--- src/rtl/dbg_pkg.sv ---
package dbg_pkg;

  typedef enum logic [1:0] {
    RS_HALTED   = 2'd0,
    RS_RUNNING  = 2'd1,
    RS_STEPPING = 2'd2,
    RS_STALLED  = 2'd3
  } run_state_t;

  typedef enum logic [2:0] {
    HC_NONE   = 3'd0,
    HC_HOST   = 3'd1,
    HC_STEP   = 3'd2,
    HC_BURST  = 3'd3,
    HC_COUNT  = 3'd4,
    HC_MATCH  = 3'd5,
    HC_ASSERT = 3'd6
  } halt_cause_t;

  // register addresses
  localparam logic [2:0] A_CMD  = 3'd0;
  localparam logic [2:0] A_LEN  = 3'd1;
  localparam logic [2:0] A_BPLO = 3'd2;
  localparam logic [2:0] A_BPHI = 3'd3;
  localparam logic [2:0] A_PAT  = 3'd4;
  localparam logic [2:0] A_MASK = 3'd5;
  localparam logic [2:0] A_EN   = 3'd6;
  localparam logic [2:0] A_CNT  = 3'd7;

  // command bits
  localparam int CB_RUN   = 0;
  localparam int CB_HALT  = 1;
  localparam int CB_STEP  = 2;
  localparam int CB_BURST = 3;
  localparam int CB_CLR   = 4;

endpackage

--- src/rtl/dbg_rst_sync.sv ---
module dbg_rst_sync (
  input  logic clk,
  input  logic arst_n,
  output logic srst_n
);
  logic [1:0] sync_q;

  always_ff @(posedge clk or negedge arst_n) begin
    if (!arst_n) sync_q <= 2'b00;
    else         sync_q <= {sync_q[0], 1'b1};
  end

  assign srst_n = sync_q[1];
endmodule

--- src/rtl/dbg_pace.sv ---
module dbg_pace #(
  parameter int DIV = 16
) (
  input  logic clk,
  input  logic rst_n,
  output logic tick
);
  localparam int PW = (DIV > 1) ? $clog2(DIV) : 1;

  logic [PW-1:0] cnt_q, cnt_d;

  assign tick = (cnt_q == PW'(DIV - 1));

  always_comb begin
    if (tick) cnt_d = '0;
    else      cnt_d = cnt_q + PW'(1);
  end

  always_ff @(posedge clk or negedge rst_n) begin
    if (!rst_n) cnt_q <= '0;
    else        cnt_q <= cnt_d;
  end
endmodule

--- src/rtl/dbg_cycle_ctr.sv ---
module dbg_cycle_ctr #(
  parameter int W = 64
) (
  input  logic         clk,
  input  logic         rst_n,
  input  logic         en,
  output logic [W-1:0] count
);
  logic [W-1:0] count_q, count_d;

  always_comb begin
    count_d = count_q;
    if (en) count_d = count_q + W'(1);
  end

  always_ff @(posedge clk or negedge rst_n) begin
    if (!rst_n) count_q <= '0;
    else        count_q <= count_d;
  end

  assign count = count_q;
endmodule

--- src/rtl/dbg_halt_detect.sv ---
module dbg_halt_detect
  import dbg_pkg::*;
#(
  parameter int WATCH_W  = 16,
  parameter int N_ASSERT = 4,
  parameter int CNT_W    = 64
) (
  input  logic                armed,
  input  logic                skip,
  input  logic                en_count,
  input  logic                en_match,
  input  logic                en_assert,
  input  logic [CNT_W-1:0]    count,
  input  logic [CNT_W-1:0]    bp_count,
  input  logic [WATCH_W-1:0]  watch,
  input  logic [WATCH_W-1:0]  pattern,
  input  logic [WATCH_W-1:0]  mask,
  input  logic [N_ASSERT-1:0] assert_fire,
  output logic                hit,
  output halt_cause_t         cause
);
  logic [WATCH_W-1:0] diff;
  logic hit_assert, hit_match, hit_count;

  for (genvar i = 0; i < WATCH_W; i++) begin : g_cmp
    assign diff[i] = mask[i] & (watch[i] ^ pattern[i]);
  end

  assign hit_assert = armed && en_assert && (|assert_fire);
  assign hit_match  = armed && !skip && en_match && (diff == '0);
  assign hit_count  = armed && !skip && en_count && (count == bp_count);
  assign hit        = hit_assert || hit_match || hit_count;

  // fixed priority: assertion, then pattern, then count
  always_comb begin
    if (hit_assert)     cause = HC_ASSERT;
    else if (hit_match) cause = HC_MATCH;
    else if (hit_count) cause = HC_COUNT;
    else                cause = HC_NONE;
  end
endmodule

--- src/rtl/dbg_run_ctrl.sv ---
module dbg_run_ctrl
  import dbg_pkg::*;
#(
  parameter int WATCH_W  = 16,
  parameter int N_ASSERT = 4,
  parameter int N_CAP    = 4,
  parameter int PACE_DIV = 16,
  parameter int BURST_W  = 32
) (
  input  logic                clk,
  input  logic                rst_n,
  input  logic                host_wr_en,
  input  logic [2:0]          host_wr_addr,
  input  logic [31:0]         host_wr_data,
  input  logic [2:0]          host_rd_addr,
  output logic [31:0]         host_rd_data,
  input  logic [WATCH_W-1:0]  watch_bus,
  input  logic [N_ASSERT-1:0] assert_fire,
  input  logic [N_CAP-1:0]    buf_press,
  output logic                user_ce,
  output logic                irq,
  output logic [63:0]         cycle_count
);
  localparam int CNT_W = 64;
  localparam int HALF  = CNT_W / 2;

  logic srst_n;
  logic tick;

  // configuration registers
  logic [BURST_W-1:0] burst_len_q;
  logic [CNT_W-1:0]   bp_q;
  logic [WATCH_W-1:0] pat_q, mask_q;
  logic [2:0]         en_q;

  // control state
  run_state_t         state_q, state_d, saved_q, saved_d;
  halt_cause_t        cause_q, cause_d, hit_cause;
  logic [BURST_W-1:0] rem_q, rem_d;
  logic               step_q, step_d;
  logic               skip_q, skip_d;
  logic               irq_q, irq_d;

  logic cmd_wr, c_run, c_halt, c_step, c_burst, c_clr;
  logic press_any, armed, hit;

  dbg_rst_sync u_rst_sync (.clk(clk), .arst_n(rst_n), .srst_n(srst_n));

  dbg_pace #(.DIV(PACE_DIV)) u_pace (.clk(clk), .rst_n(srst_n), .tick(tick));

  dbg_cycle_ctr #(.W(CNT_W)) u_cycle_ctr (
    .clk(clk), .rst_n(srst_n), .en(user_ce), .count(cycle_count)
  );

  // command decode, priority halt > step > burst > run
  assign cmd_wr  = host_wr_en && (host_wr_addr == A_CMD);
  assign c_halt  = cmd_wr && host_wr_data[CB_HALT];
  assign c_step  = cmd_wr && host_wr_data[CB_STEP] && !c_halt;
  assign c_burst = cmd_wr && host_wr_data[CB_BURST] && !c_halt && !host_wr_data[CB_STEP];
  assign c_run   = cmd_wr && host_wr_data[CB_RUN] && !c_halt && !host_wr_data[CB_STEP]
                   && !host_wr_data[CB_BURST];
  assign c_clr   = cmd_wr && host_wr_data[CB_CLR];

  assign press_any = |buf_press;
  assign armed     = (state_q != RS_HALTED);

  dbg_halt_detect #(
    .WATCH_W(WATCH_W), .N_ASSERT(N_ASSERT), .CNT_W(CNT_W)
  ) u_halt_detect (
    .armed(armed), .skip(skip_q),
    .en_count(en_q[0]), .en_match(en_q[1]), .en_assert(en_q[2]),
    .count(cycle_count), .bp_count(bp_q),
    .watch(watch_bus), .pattern(pat_q), .mask(mask_q),
    .assert_fire(assert_fire),
    .hit(hit), .cause(hit_cause)
  );

  // user clock enable: paced, active mode, no pressure, no stop pending
  assign user_ce = tick && ((state_q == RS_RUNNING) || (state_q == RS_STEPPING))
                   && !press_any && !hit && !c_halt;

  // configuration registers with explicit write enables
  always_ff @(posedge clk or negedge srst_n) begin
    if (!srst_n) begin
      burst_len_q <= '0;
      bp_q        <= '0;
      pat_q       <= '0;
      mask_q      <= '0;
      en_q        <= '0;
    end else if (host_wr_en) begin
      if (host_wr_addr == A_LEN)  burst_len_q <= host_wr_data[BURST_W-1:0];
      if (host_wr_addr == A_BPLO) bp_q[HALF-1:0] <= host_wr_data;
      if (host_wr_addr == A_BPHI) bp_q[CNT_W-1:HALF] <= host_wr_data;
      if (host_wr_addr == A_PAT)  pat_q  <= host_wr_data[WATCH_W-1:0];
      if (host_wr_addr == A_MASK) mask_q <= host_wr_data[WATCH_W-1:0];
      if (host_wr_addr == A_EN)   en_q   <= host_wr_data[2:0];
    end
  end

  // next-state logic
  always_comb begin
    state_d = state_q;
    saved_d = saved_q;
    cause_d = cause_q;
    rem_d   = rem_q;
    step_d  = step_q;
    skip_d  = skip_q;
    irq_d   = irq_q;

    if (user_ce) begin
      skip_d = 1'b0;
      if (state_q == RS_STEPPING) begin
        rem_d = rem_q - BURST_W'(1);
        if (rem_q == BURST_W'(1)) begin
          state_d = RS_HALTED;
          cause_d = step_q ? HC_STEP : HC_BURST;
        end
      end
    end

    if (state_q == RS_HALTED) begin
      if (c_step) begin
        state_d = RS_STEPPING;
        rem_d   = BURST_W'(1);
        step_d  = 1'b1;
        skip_d  = 1'b1;
      end else if (c_burst && (burst_len_q != '0)) begin
        state_d = RS_STEPPING;
        rem_d   = burst_len_q;
        step_d  = 1'b0;
        skip_d  = 1'b1;
      end else if (c_run) begin
        state_d = RS_RUNNING;
        skip_d  = 1'b1;
      end
    end else if (hit) begin
      state_d = RS_HALTED;
      cause_d = hit_cause;
    end else if (c_halt) begin
      state_d = RS_HALTED;
      cause_d = HC_HOST;
    end else if (state_q == RS_STALLED) begin
      if (!press_any) state_d = saved_q;
    end else if (press_any) begin
      saved_d = state_q;
      state_d = RS_STALLED;
    end

    if (c_clr) irq_d = 1'b0;
    if (hit)   irq_d = 1'b1;
  end

  // state registers
  always_ff @(posedge clk or negedge srst_n) begin
    if (!srst_n) begin
      state_q <= RS_HALTED;
      saved_q <= RS_RUNNING;
      cause_q <= HC_NONE;
      rem_q   <= '0;
      step_q  <= 1'b0;
      skip_q  <= 1'b0;
      irq_q   <= 1'b0;
    end else begin
      state_q <= state_d;
      saved_q <= saved_d;
      cause_q <= cause_d;
      rem_q   <= rem_d;
      step_q  <= step_d;
      skip_q  <= skip_d;
      irq_q   <= irq_d;
    end
  end

  assign irq = irq_q;

  // read mux
  always_comb begin
    host_rd_data = '0;
    case (host_rd_addr)
      A_CMD:  host_rd_data = {23'd0, irq_q, 1'b0, cause_q, 2'b00, state_q};
      A_LEN:  host_rd_data[BURST_W-1:0] = burst_len_q;
      A_BPLO: host_rd_data = bp_q[HALF-1:0];
      A_BPHI: host_rd_data = bp_q[CNT_W-1:HALF];
      A_PAT:  host_rd_data[WATCH_W-1:0] = pat_q;
      A_MASK: host_rd_data[WATCH_W-1:0] = mask_q;
      A_EN:   host_rd_data[2:0] = en_q;
      A_CNT:  host_rd_data = cycle_count[HALF-1:0];
      default: host_rd_data = '0;
    endcase
  end
endmodule

--- config.mk ---
export PLATFORM = sky130hd
export DESIGN_NAME = dbg_run_ctrl
export DESIGN_NICKNAME = d
export VERILOG_FILES = /design/src/rtl/dbg_pkg.sv /design/src/rtl/dbg_rst_sync.sv /design/src/rtl/dbg_pace.sv /design/src/rtl/dbg_cycle_ctr.sv /design/src/rtl/dbg_halt_detect.sv /design/src/rtl/dbg_run_ctrl.sv
export SDC_FILE = /design/constraint.sdc
export NUM_CORES = 1
export LEC_CHECK = 0
export ABC_AREA = 0
export BUFFER_PORTS_ARGS = -buffer_cell sky130_fd_sc_hd__clkbuf_2
export CAP_MARGIN = 20
export CELL_PAD_IN_SITES_DETAIL_PLACEMENT = 1
export CELL_PAD_IN_SITES_GLOBAL_PLACEMENT = 2
export CORE_ASPECT_RATIO = 1.75
export CORE_MARGIN = 5
export CORE_UTILIZATION = 35
export CTS_CLUSTER_SIZE = 28
export DETAILED_ROUTE_END_ITERATION = 7
export GPL_ROUTABILITY_DRIVEN = 1
export PLACE_DENSITY = 0.71
export SYNTH_ARGS = -nofsm -noshare
export SYNTH_HDL_FRONTEND = slang
export SYNTH_SLANG_ARGS = --single-unit
--- constraint.sdc ---
create_clock -name clk -period 15.25 [get_ports clk]
set_input_delay 0.7625 -clock clk [delete_from_list [all_inputs] [get_ports clk]]
set_output_delay 0.7625 -clock clk [all_outputs]
set_load 0.005 [all_outputs]
* Word level (Yosys, flattened, before mapping)
Index checks and enable logic that the tools add are counted.
Cells by class: add/sub/neg operators 3, multipliers 0, div/mod/pow operators 0, order comparisons 0, eq/ne operators 19, shifts and indexed selects 0, mux-type cells 40, bitwise logic cells 36, reductions and logical operators 51
Operators by type and width (count):
- 2-to-1 mux 32 bit | 5
- case mux 13 bit (7 select lines) | 1
- adder 64 x 1 -> 64 bit, second input constant | 1
- == test 64 bit | 1
- case mux 16 bit (4 select lines) | 1
- == test 32 x 1 -> 1 bit, second input constant | 1
- nonzero test 32 bit | 1
- subtractor 32 x 1 -> 32 bit, second input constant | 1
- 2-to-1 mux 3 bit | 9
- logical AND 1 bit | 24
- 2-to-1 mux 2 bit | 12
- case mux 3 bit (8 select lines) | 1
- == test 3 bit, second input constant | 7
- bitwise AND 1 bit | 16
- zero test 16 bit | 1
- bitwise XOR 1 bit | 16
- AND reduction 2 bit | 7
- == test 3 x 2 -> 1 bit, second input constant | 4
- 2-to-1 mux 1 bit | 10
- OR reduction 4 bit | 2
- == test 3 x 1 -> 1 bit, second input constant | 2
- zero test 1 bit | 6
- zero test 3 bit | 2
- nonzero test 2 bit | 3
- 9 further kinds | 15
Word-level totals: bits in registers 243, latch bits 0, bits in writable memories 0, bits in read-only memories 0, bits of input ports 65, output and inout port bits 98, logic and storage cells 165, memories 0

* Depth between registers and ports, before layout
Gate-level depths: netlist of the first run.
depth after elaboration 15, depth in mapped cells 12, gate-level depth less buffers 9

* Cells and area by module
A second synthesis of the first run with hierarchy kept.
Second synthesis, totals: cell total of the unflattened synthesis 1189, area total of the unflattened synthesis 13107.6 sq um
By module, submodules not included:
- dbg_run_ctrl | instances 1, cells each 764, area an instance 8802.2 sq um, sequential area each 4330.4 sq um
- dbg_cycle_ctr | instances 1, cells each 285, area an instance 3098.0 sq um, sequential area each 1601.5 sq um
- dbg_halt_detect | instances 1, cells each 124, area an instance 984.7 sq um, sequential area each 0.0 sq um
- dbg_pace | instances 1, cells each 13, area an instance 168.9 sq um, sequential area each 100.1 sq um
- dbg_rst_sync | instances 1, cells each 3, area an instance 53.8 sq um, sequential area each 50.0 sq um

* Worst setup path before layout of the first run
Ideal clock, no wire load.
kind input port to output port, start input host_rd_addr[1], end output host_rd_data[17], data arrival time 2.323 ns, data required time 14.488 ns, path slack 12.165 ns, stages 6, cells stage by stage clkbuf_1 > inv_1 > nor3_1 > clkbuf_1 > a22o_1 > a221o_1
On the way: longest elaborated chain between the ends 2
Ends and longest elaborated chain:
- from (decl) | RTL line dbg_run_ctrl.sv:15 | input logic [2:0] host_rd_addr,
- == test 3 bit (tied with other cells) | RTL line dbg_run_ctrl.sv:179 | case (host_rd_addr)
- case mux 16 bit (4 select lines) * | RTL line dbg_run_ctrl.sv:179
- to (decl) | RTL line dbg_run_ctrl.sv:16 | output logic [31:0] host_rd_data,
Mark *: on every way between the ends. The rest lies on a longest branch, timed or not.

* Worst setup path in the final report of the first run
start register state_q[1], end output user_ce
On the way: longest elaborated chain between the ends 9
Ends and longest elaborated chain:
- from (decl) | RTL line dbg_run_ctrl.sv:37 | run_state_t state_q, state_d, saved_q, saved_d;
- from (signal assigned) | RTL line dbg_run_ctrl.sv:164 | state_q <= state_d;
- nonzero test 2 bit | RTL line dbg_run_ctrl.sv:65 | assign armed = (state_q != RS_HALTED);
- logical AND 1 bit | RTL line dbg_halt_detect.sv:30, dbg_halt_detect.sv:31
- logical AND 1 bit (2 in a row) | RTL line dbg_halt_detect.sv:30 | assign hit_match = armed && !skip && en_match && (diff == '0);
- logical OR 1 bit (2 in a row) | RTL line dbg_halt_detect.sv:32 | assign hit = hit_assert || hit_match || hit_count;
- zero test 1 bit | RTL line dbg_run_ctrl.sv:80 | && !press_any && !hit && !c_halt;
- logical AND 1 bit * (2 in a row) | RTL line dbg_run_ctrl.sv:80
- to (decl) | RTL line dbg_run_ctrl.sv:20 | output logic user_ce,
Marks and branches as above.

==> results of run 1 <==
## cell usage in the layout, fill, tap and decap left out, types with 10 or more instances in the layout
cell type | synthesis | final
nand4_1 | 50 | 50
nor2_1 | 36 | 36
or3_1 | 12 | 12
nor4_1 | 23 | 23
mux2i_1 | 11 | 11
o2111ai_1 | 10 | 10
clkbuf_16 | 0 | 27
nand2_1 | 60 | 60
mux2_2 | 138 | 138
clkbuf_2 | 0 | 162
nand3_1 | 99 | 99
a32oi_1 | 11 | 11
a22o_1 | 19 | 19
dfrtp_1 | 242 | 241
a221oi_1 | 16 | 16
and3_1 | 23 | 23
nand2b_1 | 28 | 28
a22oi_1 | 15 | 15
a221o_1 | 20 | 20
or4_1 | 18 | 18
and4_1 | 13 | 13
inv_1 | 28 | 28
o21ai_0 | 30 | 30
a21oi_1 | 26 | 26
xor2_1 | 23 | 23
xnor2_1 | 106 | 106
buf_4 | 0 | 16
## routing by layer
metal,up-vias,global-route usage [%]
li1,4948,-
met1,5798,28.6
met2,297,45.5
met3,88,2.61
met4,0,11.5
met5,-,0
## final timing paths
path	from	end	slack, ns	depth (start not counted)
max	state_q[1]	user_ce	11.22	9
min	u_rst_sync.sync_q[0]	u_rst_sync.sync_q[1]	0.36	0
max reg2reg	u_cycle_ctr.count[15]	rem_q[6]	11.71	7
min reg2reg	u_rst_sync.sync_q[0]	u_rst_sync.sync_q[1]	0.36	0
max in group asynchronous	u_rst_sync.sync_q[1]	rem_q[24]	13.39	1
min in group asynchronous	u_rst_sync.sync_q[1]	u_cycle_ctr.count[10]	0.38	0
## registers in the layout (all words and copies together) (netlist names), 4 cells and up
| signal | flops |
|---|---|
| bp_q | 64 |
| u_cycle_ctr.count | 64 |
| mask_q | 16 |
| burst_len_q | 32 |
| pat_q | 16 |
| rem_q | 32 |
| u_pace.cnt_q | 4 |
## logic make-up after synthesis
family	Yosys count
adder cells (fa/ha/maj)	7
buffers and inverters	98
multiplexers	153
AND/OR/NAND/NOR	407
other	1
AO/OA/AOI/OAI	200
flip-flops	243
XOR/XNOR	129
## cell type report
class                   count  area [um^2]
clock buffers              33          728
flip-flops and latches    243         6090
repair buffers            180          956
inverters                  29          109
fillers                  4220        22100
clock inverters            14          184
multi-input cells         897         6870
well taps                 480          601
## repair_timing
action / CTS / global route
endpoints found under the hold margin: 2 / 0
gates resized for setup: 0 / 0
hold buffers: 1 / 0
## stage by stage
stage	area (um^2)	setup WS (ns)	util, %	hold slack, ns
global route	15500	11.05	41.3	0.367
global placement	14600	11.37	38.8	0.337
detailed placement	14600	11.34	38.8	0.344
floorplan	13300	7.98	-	0.331
CTS	15500	11.11	41.2	0.360
finish	15500	11.22	41.3	0.357
## power groups by stage
stage          registers (mW)  logic [mW]  clock network, mW
2_1_floorplan           0.824       0.250                  0
3_3_place_gp            0.892       0.363                  0
3_5_place_dp            0.894       0.370                  0
4_1_cts                 0.883       0.373              0.706
5_1_grt                 0.891       0.401              0.730
6_report                0.884       0.371              0.692
==> results by group, run 1 <==
Pwr
  – PnR Total Power: 1.95 mW
  – Fraction of power spent switching nets: 32.0%
  – Clock network fraction of design power: 35.5%
  – Reg power frac: 45.4%
  – Highest ir drop seen on vdd: 74.8 uV
  – Internal power: 1.32 mW
  – Part of the total power dissipated in combinational logic: 19.1%
  – Reported net switching power: 0.623 mW
  – Pwr/cell area: 125 nW/um^2
  – Reported leakage power: 6.50 nW

Floorplanning
  – Core area: 37600 um^2
  – Die height: 268 um
  – Total I/O pin count: 163
  – Effective utilization at floorplan: 35.3%
  – Horizontal extent of the die: 157 um
  – Die Outline Area: 42200 um^2
  – Number of core rows: 94

Logic synthesis
  – Synthesized-area fraction occupied by and/or/nand/nor cells: 17.2%
  – Cell area after synthesis: 13300 um^2
  – Cells after Synth: 1238
  – Mean post-synth cell area: 10.7 um^2
  – Ranking of synthesized cells by instance count: 242 x dfrtp_1, 138 x mux2_2, 106 x xnor2_1
  – Number of synthesized register bits: 243
  – Dominant cell by count in the synthesized netlist: dfrtp_1
  – Net count after synthesis: 1310
  – Cells taking the most area after synthesis: dfrtp_1 46%, mux2_2 12%, xnor2_1 7.0%
  – Post-synthesis mux area share: 13.2%
  – Ys Warns: 0
  – Post-synthesis compound-gate area fraction: 11.6%
  – Top cell type's share of synthesized area: 45.5%
  – Largest family of logic cells by synthesized area: simple AND/OR/NAND/NOR gates
  – Most used flip-flop cell after synthesis: dfrtp_1
  – Share of synthesized area occupied by flip-flops and latches: 45.7%
  – XOR/XNOR share of the synthesized area: 8.49%
  – Library cell occupying the most area in the post-synthesis netlist: dfrtp_1
  – Netlist cell types: 69
  – Post-synthesis share of cell area spent on full adders, half adders and majority gates: 0.658%
  – Async S/R FF share, synth: 100%
  – Number of enable flip-flop cells after synthesis: 0

Global route
  – Residual overflow from global routing: 0
  – Pin count of the biggest net entering global routing: 73
  – Vias in the first global route: 11900
  – Initial antenna violation count: 0
  – Tot GR Track Use: 24.8%
  – Wire length of the first global-routing pass: 78.2 mm

Critical path
  – Cell with the largest stage delay on the worst path: dfrtp_1
  – Capturing element type of the critical path: output port
  – Delay of the slowest cell on the worst path: 0.54 ns
  – Highest net fanout along the worst path: 9
  – Gate family responsible for the most delay along the worst path: simple AND/OR/NAND/NOR gates
  – Crit path arrival time: 3.26 ns
  – Worst-path cell chain: inv_1 > ha_1 > or3b_4 > a21oi_1 > nand4_1 > nor3_1 > a21oi_1 > and2_1 > clkbuf_2
  – Endpoint required time on the critical path: 14.49 ns
  – Number of buffers and inverters on the critical path: 2
  – Nature of the critical path startpoint: flop
  – Cell with the most instances on the worst path: a21oi_1
  – Critical setup path kind: flop to output port

Placement
  – Port bufs: 162
  – Post-DP HPWL: 40.1 mm
  – Last weighted congestion value of the routability-driven placer: 0.943
  – Cell count after placement: 1827

Timing
  – Final clock skew: 0.0234 ns
  – Final hold vios: 0
  – Worst slew pin tran: 1.03 ns
  – Final worst path period share: 26.4%
  – Number of slew-limit violations in the final report: 0
  – TNS Setup: 0 ns
  – Tightest slew margin relative to the limit: 31.5%
  – Final setup violation count: 0
  – Min Tclk post-route: 4.03 ns
  – RSZ-0062 raised after global routing: false
  – Fmax: 248 MHz

CTS
  – Root buffer selected by CTS: clkbuf_16
  – Post-CTS setup buffers: 0
  – H-tree depth: 1
  – Insertion delay to the later sink of the worst-skew pair: 0.56 ns
  – Clk buf depth: 3
  – Inserted Clock Buffers: 26
  – CTS tree: done
  – CTS sink count: 243
  – Clock-pin slew on the worst setup and hold paths: 0.06 ns

Route
  – Routed metal-1 wire length: 20.0 mm
  – Routed met2 length: 28.5 mm
  – Routed via count: 11100
  – Drt initial violations: 635
  – Vias per cell: 5.93
  – DRT antenna net count: 0
  – Average wire length per cell after detail routing: 28.3 um
  – Aggregate routed wire length: 53.0 mm
  – TritonRoute pass-1 iters: 5
  – DRC Markers: 0
  – Met3 Wirelength: 1.87 mm
  – Uppermost layer routed: met4

Cells and area
  – Post-layout instance count excluding filler cells: 1876
  – Share of final-layout standard cells stronger than drive strength 1: 27.9%
  – Area growth from synthesis to layout: 16.8%
  – Diodes inserted: 0
  – Nets: 1449

Outcome
  – Result of the run: completed

Min path
  – Worst hold path class: flop to flop

Run
  – Max_cap viols: 0
(Power assumes the default switching activity.)
==> run 2: changes to the inputs <==
Settings changed: ABC_AREA 0 to 1, CORE_UTILIZATION 35 to 34, PLACE_DENSITY 0.71 to 0.78.
Clock period 15.25 ns to 4.15 ns, I/O delays scaled along.
==> run 2 against run 1 <==
  * Utilization shrank 0.75 points
  * Synthesized cell count grew 63%
  * First-iteration DRC count grew 36%
  * Largest cell class unchanged
  * Highest routed layer is now met5
==> results by group, run 2 <==
Outcome
  – Result of the run: completed

Floorplanning
  – Die height: 283 um (+5.7%)
  – Horizontal extent of the die: 166 um (+5.5%)
  – Core area: 42400 um^2 (+13%)
  – Total I/O pin count: 163 (unchanged)
  – Number of core rows: 100 (+6.4%)
  – Die Outline Area: 47000 um^2 (+12%)
  – Effective utilization at floorplan: 34.2% (-1.2 points)

Logic synthesis
  – Ys Warns: 0 (unchanged)
  – Most used flip-flop cell after synthesis: dfrtp_1
  – Number of synthesized register bits: 243 (unchanged)
  – Dominant cell by count in the synthesized netlist: nand2_1
  – Cells after Synth: 2023 (+63%)
  – Share of synthesized area occupied by flip-flops and latches: 41.9% (-3.8 points)
  – Mean post-synth cell area: 7.17 um^2 (-33%)
  – Top cell type's share of synthesized area: 41.8% (-3.8 points)
  – Ranking of synthesized cells by instance count: 616 x nand2_1, 242 x dfrtp_1, 231 x inv_1
  – Async S/R FF share, synth: 100% (unchanged)
  – Cell area after synthesis: 14500 um^2 (+9.0%)
  – Library cell occupying the most area in the post-synthesis netlist: dfrtp_1
  – Cells taking the most area after synthesis: dfrtp_1 42%, nand2_1 16%, o21ai_0 6.0%
  – Net count after synthesis: 2095 (+60%)
  – Netlist cell types: 48 (-30%)
  – Number of enable flip-flop cells after synthesis: 0 (unchanged)

Timing
  – TNS Setup: 0 ns (unchanged)
  – Number of slew-limit violations in the final report: 0 (unchanged)
  – RSZ-0062 raised after global routing: false
  – Final hold vios: 0 (unchanged)
  – Final setup violation count: 0 (unchanged)
  – Min Tclk post-route: 3.63 ns
  – Worst slew pin tran: 1.08 ns (+0.0518 ns)
  – Final hold slack: 0.00550 ns (-0.351 ns)
  – Final worst path period share: 87.6%
  – Final clock skew: 0.0260 ns (+0.00259 ns)
  – Fmax: 275 MHz
  – Tightest slew margin relative to the limit: 27.8% (-3.6 points)

Pwr
  – Pwr/cell area: 458 nW/um^2 (+270%)
  – Reported leakage power: 8.36 nW (+29%)
  – Highest ir drop seen on vdd: 289 uV (+290%)

Route
  – TritonRoute pass-1 iters: 5 (unchanged)
  – DRT antenna net count: 0 (unchanged)
  – Routed via count: 14600 (+31%)
  – Vias per cell: 5.24 (-12%)
  – Aggregate routed wire length: 65.9 mm (+24%)
  – Drt initial violations: 862 (+36%)
  – DRC Markers: 0 (unchanged)
  – Average wire length per cell after detail routing: 23.7 um (-16%)

CTS
  – Clock-pin slew on the worst setup and hold paths: 0.06 ns (about the same)
  – Clk buf depth: 3 (unchanged)
  – Inserted Clock Buffers: 28 (+7.7%)
  – Root buffer selected by CTS: clkbuf_16
  – Post-CTS setup buffers: 0 (unchanged)
  – CTS tree: done
  – H-tree depth: 1 (unchanged)
  – Insertion delay to the later sink of the worst-skew pair: 0.58 ns (+0.02 ns)
  – CTS sink count: 243 (unchanged)

Cells and area
  – Final instance area: 17200 um^2 (+11%)
  – Area growth from synthesis to layout: 18.6%
  – Sequential Area: 6090 um^2 (unchanged)
  – Share of final-layout standard cells stronger than drive strength 1: 13.5% (-14 points)
  – Diodes inserted: 0 (unchanged)
  – Fill cell count: 5410 (+28%)
  – Multi-input combinational cell area: 7260 um^2 (+5.7%)
  – Most frequent standard cell in the layout excluding fill and tap cells: nand2_1
  – Most frequent cells in the layout: 614 x nand2_1, 241 x dfrtp_1, 231 x inv_1
  – Nets: 2274 (+57%)

Min path
  – Worst hold path class: input pin to flop

Global route
  – Vias in the first global route: 15500 (+31%)
  – Tot GR Track Use: 27.4% (+2.6 points)
  – Residual overflow from global routing: 0 (unchanged)
  – Wire length of the first global-routing pass: 99.3 mm (+27%)
  – Pin count of the biggest net entering global routing: 65 (-11%)
  – Initial antenna violation count: 1 (+1)

Critical path
  – Highest net fanout along the worst path: 7 (-2)
  – Cell with the largest stage delay on the worst path: nor3b_2
  – Capturing element type of the critical path: output port
  – Delay of the slowest cell on the worst path: 0.53 ns (about the same)
  – Crit path arrival time: 3.43 ns (+0.17 ns)
  – Gate family responsible for the most delay along the worst path: simple AND/OR/NAND/NOR gates
  – Number of buffers and inverters on the critical path: 2 (unchanged)
  – Worst-path cell chain: inv_1 > ha_1 > nor3b_2 > nand2_1 > nor2_1 > nand3_1 > nor2_1 > nand3_2 > nand2_4 > nor3_2 > clkbuf_2
  – Critical setup path kind: flop to output port
  – Nature of the critical path startpoint: flop
  – Cell with the most instances on the worst path: nor2_1
  – Endpoint required time on the critical path: 3.94 ns (-10.55 ns)

Run
  – Max_cap viols: 0 (unchanged)

Placement
  – Area of placed instances: 16000 um^2 (+9.8%)
  – Post-DP HPWL: 52.2 mm (+30%)
  – Last weighted congestion value of the routability-driven placer: 0.967 (+2.5%)
  – Port bufs: 162 (unchanged)
-- run 2: cell count changes in the layout (fill, tap and decap cells not counted), sizes merged, moves of 28 or more --
cell,change
o21ai,+164
nand3,-28
inv,+225
xnor2,-89
xor2,+57
nor2,+191
mux2,-138
nand2,+559
nand2b,-28
nor3,+38
-- run 2: timing repair --
item | 4_1_cts | 5_1_grt
endpoints found under the hold margin | 38 | 0
hold buffers | 14 | 0
gates resized for setup | 0 | 1
endpoints found under the setup margin | 0 | 7
-- run 2: power breakdown --
| part | total, mW | switching (mW) | internal (mW) | leakage, nW |
|---|---|---|---|---|
| sequential | 3.23 | 0.497 | 2.74 | 2.99 |
| combinational | 1.94 | 1.28 | 0.659 | 4.91 |
| clock | 2.70 | 1.11 | 1.59 | 0.473 |
-- run 2: final cells by class --
type                            count  share of cell area [%]
Multi-Input combinational cell   1471                    42.3
Sequential cell                   243                    35.4
Timing Repair Buffer              202                    7.00
Inverter                          256                    5.59
Clock buffer                       42                    4.91
Tap cell                          561                    4.08
Clock inverter                      9                   0.750
-- run 2: layer usage --
metal / part of all wire, % / global-route usage, % / vias up
li1: - / - / 6894
met1: 40 / 32.1 / 7216
met2: 53 / 51.2 / 375
met3: 3.3 / 2.72 / 114
met4: 4.5 / 10.7 / 2
met5: 0.020 / 0 / -
-- run 2: worst paths after layout --
path / slack, ns / endpoint / cells after the start / from
setup / recovery: 0.52 / user_ce / 11 / state_q[1]
hold / removal: 0.005 / bp_q[61] / 3 / host_wr_data[29]
setup reg to reg: 0.52 / u_cycle_ctr.count[50] / 15 / state_q[1]
hold reg to reg: 0.35 / pat_q[0] / 0 / u_rst_sync.sync_q[1]
max in group asynchronous: 2.70 / u_cycle_ctr.count[51] / 1 / u_rst_sync.sync_q[1]
min in group asynchronous: 0.35 / pat_q[0] / 0 / u_rst_sync.sync_q[1]
-- run 2: tightest hold or removal path: stages --
cell and delay (ns):
clkbuf_2 0.08, inv_1 0.10, o21ai_0 0.16
-- run 2: cells by family (layout without fill, tap and decap cells) --
kind of cell	after synthesis	in the layout	synth area share (%)
AO/OA/AOI/OAI	319	319	12.7
XOR/XNOR	97	97	5.86
adder cells (fa/ha/maj)	7	7	0.604
buffers and inverters	309	509	8.14
flip-flops	243	243	41.9
other	1	1	0.0259
AND/OR/NAND/NOR	1047	1047	30.7
-- run 2: metrics by stage --
step                power [mW]  utilization (%)  setup slack [ns]  instances
floorplan                 4.33                -             0.161       2023
global placement          5.15             37.8             0.153       2717
detailed placement        5.20             37.8            0.0695       2717
CTS                       7.95             40.4            0.0301       2782
global route              8.32             40.5             0.342       2784
finish                    7.87             40.5             0.515       2784
==> run 3: changes to the inputs <==
Settings changed: BUFFER_PORTS_ARGS -buffer_cell sky130_fd_sc_hd__clkbuf_2 to not set, CORE_UTILIZATION 34 to 35, DONT_BUFFER_PORTS set to 1, PLACE_DENSITY 0.78 to 0.74.
==> run 3 against run 2 <==
  * Utilization down 0.23 points
  * Clock power about the same
  * Sequential share of layout area up 1.5 points
  * Via count down 3.7%
  * Worst hold slack worse by 0.0043 ns
  * Power down 1.0%
  * Largest power group unchanged
==> results by group, run 3 (same netlist as run 2, synthesis figures left out) <==
Outcome
  – Result of the run: completed

Floorplanning
  – Die Outline Area: 45800 um^2 (-2.7%)
  – Number of core rows: 98 (-2.0%)
  – Horizontal extent of the die: 164 um (-1.4%)
  – Core area: 41000 um^2 (-3.4%)
  – Die height: 279 um (-1.4%)
  – Total I/O pin count: 163 (unchanged)
  – Effective utilization at floorplan: 35.4% (+1.2 points)

Global route
  – Residual overflow from global routing: 0 (unchanged)
  – Tot GR Track Use: 29.0% (+1.6 points)
  – Vias in the first global route: 14800 (-4.7%)
  – Pin count of the biggest net entering global routing: 84 (+29%)
  – Wire length of the first global-routing pass: 98.0 mm (-1.3%)
  – Initial antenna violation count: 0 (-1)

Route
  – DRT antenna net count: 0 (unchanged)
  – Drt initial violations: 857 (-0.58%)
  – Average wire length per cell after detail routing: 25.5 um (+7.7%)
  – Routed via count: 14100 (-3.7%)
  – Aggregate routed wire length: 66.9 mm (+1.4%)
  – Vias per cell: 5.36 (+2.2%)
  – DRC Markers: 0 (unchanged)
  – TritonRoute pass-1 iters: 5 (unchanged)

Critical path
  – Number of buffers and inverters on the critical path: 5 (+3)
  – Endpoint required time on the critical path: 4.60 ns (+0.66 ns)
  – Cell with the largest stage delay on the worst path: dlygate4sd3_1
  – Delay of the slowest cell on the worst path: 0.60 ns (+0.07 ns)
  – Critical setup path kind: input pin to flop
  – Register-to-Register Path Depth: 13 (-2)
  – Crit path arrival time: 3.99 ns (+0.56 ns)
  – Gate family responsible for the most delay along the worst path: simple AND/OR/NAND/NOR gates
  – Worst-path cell chain: dlygate4sd3_1 > nor2_1 > dlygate4sd3_1 > nand2_1 > dlygate4sd3_1 > nand3_1 > inv_1 > nor2_4 > nand4_4 > nor2_2 > nand2_1 > nand3_1 > nand2_1 > inv_1 > nand2_1
  – Instance count on the critical path: 15 (+4)
  – Cell with the most instances on the worst path: nand2_1
  – Highest net fanout along the worst path: 25 (+18)
  – Register-to-Register Setup Slack: 0.65 ns (+0.13 ns)
  – Capturing element type of the critical path: flop
  – Nature of the critical path startpoint: input pin

Pwr
  – Clock network fraction of design power: 34.5% (+0.2 points)
  – Reported net switching power: 2.89 mW (about the same)
  – Reg power frac: 41.9% (+0.8 points)
  – Reported leakage power: 7.73 nW (-7.6%)
  – Fraction of power spent switching nets: 37.1% (+0.38 points)
  – Highest ir drop seen on vdd: 248 uV (-14%)
  – Pwr/cell area: 472 nW/um^2 (+3.1%)
  – Part of the total power dissipated in combinational logic: 23.7% (-0.9 points)
  – Internal power: 4.90 mW (-1.6%)

CTS
  – Insertion delay to the later sink of the worst-skew pair: 0.57 ns (about the same)
  – CTS sink count: 243 (unchanged)
  – Clk buf depth: 3 (unchanged)
  – CTS tree: done
  – Root buffer selected by CTS: clkbuf_16
  – Post-CTS setup buffers: 0 (unchanged)
  – Inserted Clock Buffers: 28 (unchanged)
  – Clock-pin slew on the worst setup and hold paths: 0.06 ns (about the same)
  – H-tree depth: 1 (unchanged)
  – CTS resizes: 0 (unchanged)
  – Hold buffer count at cts: 30 (+16)

Placement
  – Last weighted congestion value of the routability-driven placer: 0.926 (-4.2%)
  – Port bufs: 0 (-100%)
  – Post-DP HPWL: 52.7 mm (+0.84%)
  – Worst slack at placement: 0.635 ns (+0.566 ns)

Timing
  – Final worst path period share: 85.1% (-2.5 points)
  – Number of slew-limit violations in the final report: 0 (unchanged)
  – Fmax: 283 MHz (+2.9%)
  – Final hold vios: 0 (unchanged)
  – Worst slew pin tran: 1.04 ns (-0.0409 ns)
  – Final clock skew: 0.0161 ns (-0.00986 ns)
  – Final worst slack: 0.618 ns (+0.103 ns)
  – Min Tclk post-route: 3.53 ns (-0.103 ns)
  – Tightest slew margin relative to the limit: 30.6% (+2.7 points)
  – TNS Setup: 0 ns (unchanged)
  – RSZ-0062 raised after global routing: false
  – Final setup violation count: 0 (unchanged)

Min path
  – Depth of the worst hold-timing path: 2 (-1)
  – Worst hold path class: input pin to flop

Cells and area
  – Area growth from synthesis to layout: 13.8%
  – Sequential Area: 6090 um^2 (unchanged)
  – Most frequent standard cell in the layout excluding fill and tap cells: nand2_1
  – Nets: 2125 (-6.6%)
  – Share of final-layout standard cells stronger than drive strength 1: 6.18% (-7.3 points)
  – Most frequent cells in the layout: 614 x nand2_1, 241 x dfrtp_1, 231 x inv_1
  – Multi-input combinational cell area: 7260 um^2 (about the same)
  – Fill cell count: 5155 (-4.7%)

Run
  – Max_cap viols: 0 (unchanged)
[run 3: per-stage QoR]
stage                     instance area (um^2)  utilization, %  total power [mW]  cells  hold WS (ns)
after floorplan                          14500               -              4.33   2023       -0.0881
after global placement                   15100            37.0              5.07   2536       -0.0880
after detailed placement                 15200            37.1              5.12   2538       -0.0880
after CTS                                16400            40.1              7.85   2616      0.000107
after global routing                     16500            40.3              8.21   2621       0.00308
final                                    16500            40.3              7.79   2622       0.00117
[run 3: final timing paths]
check                                startpoint                    end
min                             host_wr_data[2]                en_q[2]
min reg2reg                u_rst_sync.sync_q[1]         burst_len_q[1]
max reg2reg                          state_q[1]  u_cycle_ctr.count[39]
min in group asynchronous  u_rst_sync.sync_q[1]         burst_len_q[1]
max in group asynchronous  u_rst_sync.sync_q[1]               bp_q[27]
max                              assert_fire[0]             state_q[1]
[run 3: power by group through the flow]
stage / sequential, mW / combinational [mW] / clock (mW)
4_1_cts: 3.27 / 1.85 / 2.73
2_1_floorplan: 3.08 / 1.25 / 0
6_report: 3.26 / 1.84 / 2.68
5_1_grt: 3.31 / 2.08 / 2.82
3_3_place_gp: 3.29 / 1.78 / 0
3_5_place_dp: 3.31 / 1.82 / 0
[run 3: metal layers]
metal / global-route usage [%] / part of all wire, % / routed length, um / vias to the layer above
met5: 0 / 0 / 0 / -
met1: 32.3 / 37 / 24900 / 6953
li1: - / - / - / 6602
met4: 14.5 / 6.0 / 4010 / 0
met2: 52.3 / 52 / 34500 / 372
met3: 5.33 / 5.2 / 3490 / 127
[run 3: cell type report]
type	count	share of cell area, %
clock inverters	11	1.00
well taps	550	4.17
inverters	256	5.82
repair buffers	53	3.36
multi-input cells	1471	44.0
clock buffers	37	4.76
diodes	1	0.0152
flip-flops and latches	243	36.9
[run 3: worst reg2reg max path, cell delays in order, from the launching register on]
cell and delay, ns:
dfrtp_1 0.43, inv_1 0.11, ha_1 0.27, nor3b_1 0.53
nand2_1 0.22, nor2_1 0.14, nand3_1 0.12, nor2_1 0.21
nand3_2 0.23, nand4_4 0.42, inv_2 0.26, nand2_2 0.19
nor2_2 0.09, xor2_1 0.15
